### src/rtl/txclk_sel_pkg.sv
`timescale 1ns/1ps
package txclk_sel_pkg;

  typedef enum logic [1:0] {
    MODE_PIN_ONLY     = 2'b00,
    MODE_PIN_FAILOVER = 2'b01,
    MODE_MASTER       = 2'b10,
    MODE_RECOVERED    = 2'b11
  } tx_mode_e;

  typedef enum logic [1:0] {
    SRC_PIN = 2'b00,
    SRC_REC = 2'b01,
    SRC_MST = 2'b10
  } tx_src_e;

  // Strobe of a given candidate source.
  function automatic logic src_strobe(tx_src_e s, logic pin, logic rec, logic mst);
    case (s)
      SRC_PIN: src_strobe = pin;
      SRC_REC: src_strobe = rec;
      SRC_MST: src_strobe = mst;
      default: src_strobe = 1'b0;
    endcase
  endfunction

endpackage

### src/rtl/txclk_activity_mon.sv
`timescale 1ns/1ps
// Watches the external pin against the recovered clock.
// idle_cnt: recovered strobes since the last pin edge (saturating).
// good_cnt: consecutive pin edges each preceded by at most one recovered strobe.
module txclk_activity_mon #(
  parameter int IDLE_RUN = 8,
  parameter int GOOD_RUN = 8
) (
  input  logic clk,
  input  logic rst_n,
  input  logic clr,
  input  logic pin_stb,
  input  logic rec_stb,
  output logic pin_dead,
  output logic pin_steady
);
  localparam int IW = $clog2(IDLE_RUN + 1);
  localparam int GW = $clog2(GOOD_RUN + 1);
  localparam logic [IW-1:0] IDLE_MAX = IW'(IDLE_RUN);
  localparam logic [GW-1:0] GOOD_MAX = GW'(GOOD_RUN);
  localparam logic [IW-1:0] ONE_PERIOD = IW'(1);

  logic [IW-1:0] idle_cnt;
  logic [GW-1:0] good_cnt;

  always_ff @(posedge clk) begin
    if (!rst_n || clr) begin
      idle_cnt <= '0;
    end else if (pin_stb) begin
      idle_cnt <= '0;
    end else if (rec_stb && idle_cnt != IDLE_MAX) begin
      idle_cnt <= idle_cnt + 1'b1;
    end
  end

  always_ff @(posedge clk) begin
    if (!rst_n || clr) begin
      good_cnt <= '0;
    end else if (pin_stb) begin
      if (idle_cnt > ONE_PERIOD) begin
        good_cnt <= '0;
      end else if (good_cnt != GOOD_MAX) begin
        good_cnt <= good_cnt + 1'b1;
      end
    end
  end

  assign pin_dead   = (idle_cnt == IDLE_MAX);
  assign pin_steady = (good_cnt == GOOD_MAX);

endmodule

### src/rtl/txclk_failover_ctl.sv
`timescale 1ns/1ps
// Registers the mode, runs the failover decision and the sticky loss flag,
// and names the source the output should move to.
module txclk_failover_ctl
  import txclk_sel_pkg::*;
(
  input  logic     clk,
  input  logic     rst_n,
  input  logic [1:0] mode,
  input  logic     pin_dead,
  input  logic     pin_steady,
  input  logic     loss_clr,
  output tx_mode_e mode_q,
  output tx_src_e  want_src,
  output logic     fail_evt,
  output logic     cnt_clr,
  output logic     loss_flag
);
  logic mode_chg;
  logic ret_evt;
  logic on_rec;

  assign mode_chg = (tx_mode_e'(mode) != mode_q);
  assign fail_evt = !mode_chg && (mode_q == MODE_PIN_FAILOVER) && !on_rec && pin_dead;
  assign ret_evt  = !mode_chg && (mode_q == MODE_PIN_FAILOVER) &&  on_rec && pin_steady;
  assign cnt_clr  = mode_chg || fail_evt || ret_evt;

  always_ff @(posedge clk) begin
    if (!rst_n) begin
      mode_q <= MODE_PIN_ONLY;
      on_rec <= 1'b0;
    end else begin
      mode_q <= tx_mode_e'(mode);
      if (mode_chg)      on_rec <= 1'b0;
      else if (fail_evt) on_rec <= 1'b1;
      else if (ret_evt)  on_rec <= 1'b0;
    end
  end

  always_ff @(posedge clk) begin
    if (!rst_n)        loss_flag <= 1'b0;
    else if (fail_evt) loss_flag <= 1'b1;
    else if (loss_clr) loss_flag <= 1'b0;
  end

  always_comb begin
    case (mode_q)
      MODE_PIN_ONLY:     want_src = SRC_PIN;
      MODE_PIN_FAILOVER: want_src = on_rec ? SRC_REC : SRC_PIN;
      MODE_MASTER:       want_src = SRC_MST;
      default:           want_src = SRC_REC;
    endcase
  end

endmodule

### src/rtl/txclk_glitchless_mux.sv
`timescale 1ns/1ps
// Moves the active source only on a strobe of the requested source and
// withholds old-source strobes while a move is pending.
module txclk_glitchless_mux
  import txclk_sel_pkg::*;
(
  input  logic    clk,
  input  logic    rst_n,
  input  tx_src_e want_src,
  input  logic    pin_stb,
  input  logic    rec_stb,
  input  logic    mst_stb,
  output tx_src_e act_src,
  output logic    tx_stb
);
  tx_src_e act_nxt;
  logic    tx_nxt;
  logic    new_stb;
  logic    cur_stb;

  assign new_stb = src_strobe(want_src, pin_stb, rec_stb, mst_stb);
  assign cur_stb = src_strobe(act_src,  pin_stb, rec_stb, mst_stb);

  always_comb begin
    act_nxt = act_src;
    tx_nxt  = 1'b0;
    if (want_src != act_src) begin
      if (new_stb) begin
        act_nxt = want_src;
        tx_nxt  = 1'b1;
      end
    end else begin
      tx_nxt = cur_stb;
    end
  end

  always_ff @(posedge clk) begin
    if (!rst_n) begin
      act_src <= SRC_PIN;
      tx_stb  <= 1'b0;
    end else begin
      act_src <= act_nxt;
      tx_stb  <= tx_nxt;
    end
  end

endmodule

### src/rtl/txclk_src_sel.sv
`timescale 1ns/1ps
module txclk_src_sel
  import txclk_sel_pkg::*;
#(
  parameter int IDLE_RUN = 8,
  parameter int GOOD_RUN = 8
) (
  input  logic       clk,
  input  logic       rst_n,
  input  logic [1:0] mode,
  input  logic       ext_clk_stb,
  input  logic       rec_clk_stb,
  input  logic       mst_clk_stb,
  input  logic       loss_clr,
  output logic       tx_clk_stb,
  output logic [1:0] tx_src,
  output logic       tx_clk_lost
);
  tx_mode_e mode_q;
  tx_src_e  want_src;
  tx_src_e  act_src;
  logic     fail_evt;
  logic     cnt_clr;
  logic     pin_dead;
  logic     pin_steady;

  txclk_activity_mon #(
    .IDLE_RUN(IDLE_RUN),
    .GOOD_RUN(GOOD_RUN)
  ) u_mon (
    .clk       (clk),
    .rst_n     (rst_n),
    .clr       (cnt_clr),
    .pin_stb   (ext_clk_stb),
    .rec_stb   (rec_clk_stb),
    .pin_dead  (pin_dead),
    .pin_steady(pin_steady)
  );

  txclk_failover_ctl u_ctl (
    .clk       (clk),
    .rst_n     (rst_n),
    .mode      (mode),
    .pin_dead  (pin_dead),
    .pin_steady(pin_steady),
    .loss_clr  (loss_clr),
    .mode_q    (mode_q),
    .want_src  (want_src),
    .fail_evt  (fail_evt),
    .cnt_clr   (cnt_clr),
    .loss_flag (tx_clk_lost)
  );

  txclk_glitchless_mux u_mux (
    .clk     (clk),
    .rst_n   (rst_n),
    .want_src(want_src),
    .pin_stb (ext_clk_stb),
    .rec_stb (rec_clk_stb),
    .mst_stb (mst_clk_stb),
    .act_src (act_src),
    .tx_stb  (tx_clk_stb)
  );

  assign tx_src = act_src;

endmodule

### config.mk
export PLATFORM = sky130hd
export DESIGN_NAME = txclk_src_sel
export DESIGN_NICKNAME = d
export VERILOG_FILES = /design/src/rtl/txclk_sel_pkg.sv /design/src/rtl/txclk_activity_mon.sv /design/src/rtl/txclk_failover_ctl.sv /design/src/rtl/txclk_glitchless_mux.sv /design/src/rtl/txclk_src_sel.sv
export SDC_FILE = /design/constraint.sdc
export NUM_CORES = 1
export LEC_CHECK = 0
export ABC_CLOCK_PERIOD_IN_PS = 1890
export CORE_MARGIN = 3
export CORE_UTILIZATION = 53
export CTS_CLUSTER_DIAMETER = 40
export DETAILED_ROUTE_END_ITERATION = 6
export PLACE_DENSITY = 0.77
export SYNTH_ARGS = -nofsm -noshare
export SYNTH_HDL_FRONTEND = slang
export SYNTH_HIERARCHICAL = 1
export SYNTH_SLANG_ARGS = --single-unit
### constraint.sdc
create_clock -name clk -period 1.89 [get_ports clk]
set_input_delay 0.378 -clock clk [delete_from_list [all_inputs] [get_ports clk]]
set_output_delay 0.378 -clock clk [all_outputs]
set_load 0.005 [all_outputs]
==> out/summary.txt <==
Pwr dens - 529 nW/um2
Layout Cells excl Fill - 142
Clock transition at the registers of the reported paths - 0.09 ns
Flip-flop and latch area - 300 um2
Final clock skew - 0.00120 ns
Global placer's final weighted congestion - 0.818
Syn_area_per_cell - 8.72 um2
Initial antenna violation count - 0
Pin slew with the least headroom to its limit - 0.322 ns
Hold buffer count at cts - 0
Final max-slew violation count - 0
Total internal power - 0.458 mW
Clock sink count - 15
Max_cap viols - 0
Vias - 824
Number of core rows - 14
Global-route wire length before repair - 2990 um
Post-DP HPWL - 1420 um
Root buffer cell - clkbuf_4
Post-detailed-route wirelength per cell - 13.4 um
Worst Hold Class - flop to flop
Synth-to-layout area growth - 24.2%
Cell Chain, Critical Path - inv_1 -> ha_1 -> and3b_1 -> and4b_1 -> nor3_2 -> nand2_2 -> nand2b_4 -> o32ai_2
Arr. time, crit path - 2.03 ns
Diodes inserted - 0
Synth Cell Area - 925 um2
Final Core Density - 0.729
Initial DRC Count - 19
Syn nets - 120
Final hold violations - 0
Die Span Y - 47.8 um
Mapped Cells - 106
Peak supply drop - 0.000482 V
Remaining antenna violation count after routing - 0
Max Fanout on Critical Path - 3
Number of buffers created by CTS - 3
Total Power - 0.608 mW
Share of cells above drive strength 1 - 0.190
CTS tree - built
Clock latency on the worst-skew pair - 0.27 ns
Vias in the first global route - 734
NetSw - 0.150 mW
Initial Util - 0.587
Boundary Pins - 12
Critical path class - flop to flop
Area taken by multi-input logic gates - 612 um2
Largest net degree at the start of global routing - 9
Placed cell count - 138
Period Utilization, post-route - 0.982
Crit end category - flop
Data required time of the worst path - 2.07 ns
Detailed Route WL - 1900 um
Total die area - 2280 um2
CP max stage delay - 0.34 ns
Switching share of power - 0.247
Fillers - 133
Final Critical Period - 1.86 ns
Sequential Power Share - 0.541
First-pass DRT Iterations - 4
Worst path slowest cell - dfxtp_1
Leak Pwr - 0.447 nW
Synthesis Warnings - 6
Remaining DRCs - 0
H-tree Lvls - 1
Nets - 141
Crit start category - flop
Die X - 47.8 um
Port bufs - 11
Comb pwr share - 0.163
Global-route total usage across every layer - 0.184
Remaining global-route overflow - 0
Slew margin rel. - 0.785
Post-CTS setup buffer count - 0
Clock share of power - 0.296
Max Buffers Root-to-Sink - 2
Vias per inst - 5.80
Final setup viols - 0
F_max - 0.539 GHz
Core area - 1580 um2
Status - finished, final reports clean
## timing repair
item	CTS	global route
pin swaps	0	1
gates resized for setup	1	7
setup endpoints to repair	4	8
## sequential cells by signal (all words and copies together), names as in the netlist
signal,cells
u_ctl/on_rec,1
u_ctl/loss_flag,1
u_mux/act_src,2
u_ctl/mode_q,2
u_mon/idle_cnt,4
u_mux/tx_stb,1
u_mon/good_cnt,4
## final timing paths
check / cells past startpoint / from / slack (ns) / endpoint
hold / removal: 2 / u_ctl/loss_flag$_SDFFE_PN0P_ / 0.49 / u_ctl/loss_flag$_SDFFE_PN0P_
setup / recovery: 8 / u_mon/good_cnt[1]$_SDFFE_PP0P_ / 0.03 / u_mon/good_cnt[1]$_SDFFE_PP0P_
setup reg to reg: 8 / u_mon/good_cnt[1]$_SDFFE_PP0P_ / 0.03 / u_mon/good_cnt[1]$_SDFFE_PP0P_
hold reg to reg: 2 / u_ctl/loss_flag$_SDFFE_PN0P_ / 0.49 / u_ctl/loss_flag$_SDFFE_PN0P_
## area by class of cell
| type | instances | area share |
|---|---|---|
| Sequential cell | 15 | 0.261 |
| Clock buffer | 4 | 0.0229 |
| Timing Repair Buffer | 17 | 0.135 |
| Tap cell | 16 | 0.0174 |
| Multi-Input combinational cell | 81 | 0.533 |
| Inverter | 9 | 0.0305 |
## power by group through the flow
stage | clock [mW] | combinational (mW) | sequential, mW
after floorplan | 0 | 0.0465 | 0.336
after global placement | 0 | 0.0867 | 0.336
after detailed placement | 0 | 0.0895 | 0.336
after CTS | 0.183 | 0.0905 | 0.329
after global routing | 0.196 | 0.108 | 0.331
final | 0.180 | 0.0991 | 0.329
## routing by layer
layer	GRT usage	up-vias	wire length [um]
met2	0.277	15	871
met5	0	-	0
met3	0.0489	4	80
met4	0.0860	0	34
met1	0.243	385	918
li1	-	420	-
## placed cells by master, fill, tap and decap left out, drive strengths merged, types with 5 or more instances in the layout
cell type       n
ha              6
o21ai           5
nand2          11
nor2b           5
dfxtp          15
buf             6
clkdlybuf4s50  11
inv             8
## worst max-delay path: cells and delay by family (launching register included)
| family | cells | cell delay (ns) |
|---|---|---|
| fa+ha+maj | 1 | 0.19 |
| flops | 1 | 0.34 |
| compound gates | 1 | 0.28 |
| buf+inv | 1 | 0.07 |
| simple gates | 5 | 0.88 |
## per-stage QoR
step	TNS, ns	hold WS [ns]	setup WS (ns)	cell area (um2)
final	0	0.491	0.0341	1150
after floorplan	0	0.458	0.150	925
after CTS	0	0.494	0.00251	1120
after global routing	-0.0357	0.523	-0.0357	1150
after detailed placement	-0.342	0.481	-0.0936	1090
after global placement	0	0.473	0.0136	1090
No activity file was read; power rests on OpenSTA's default activity.
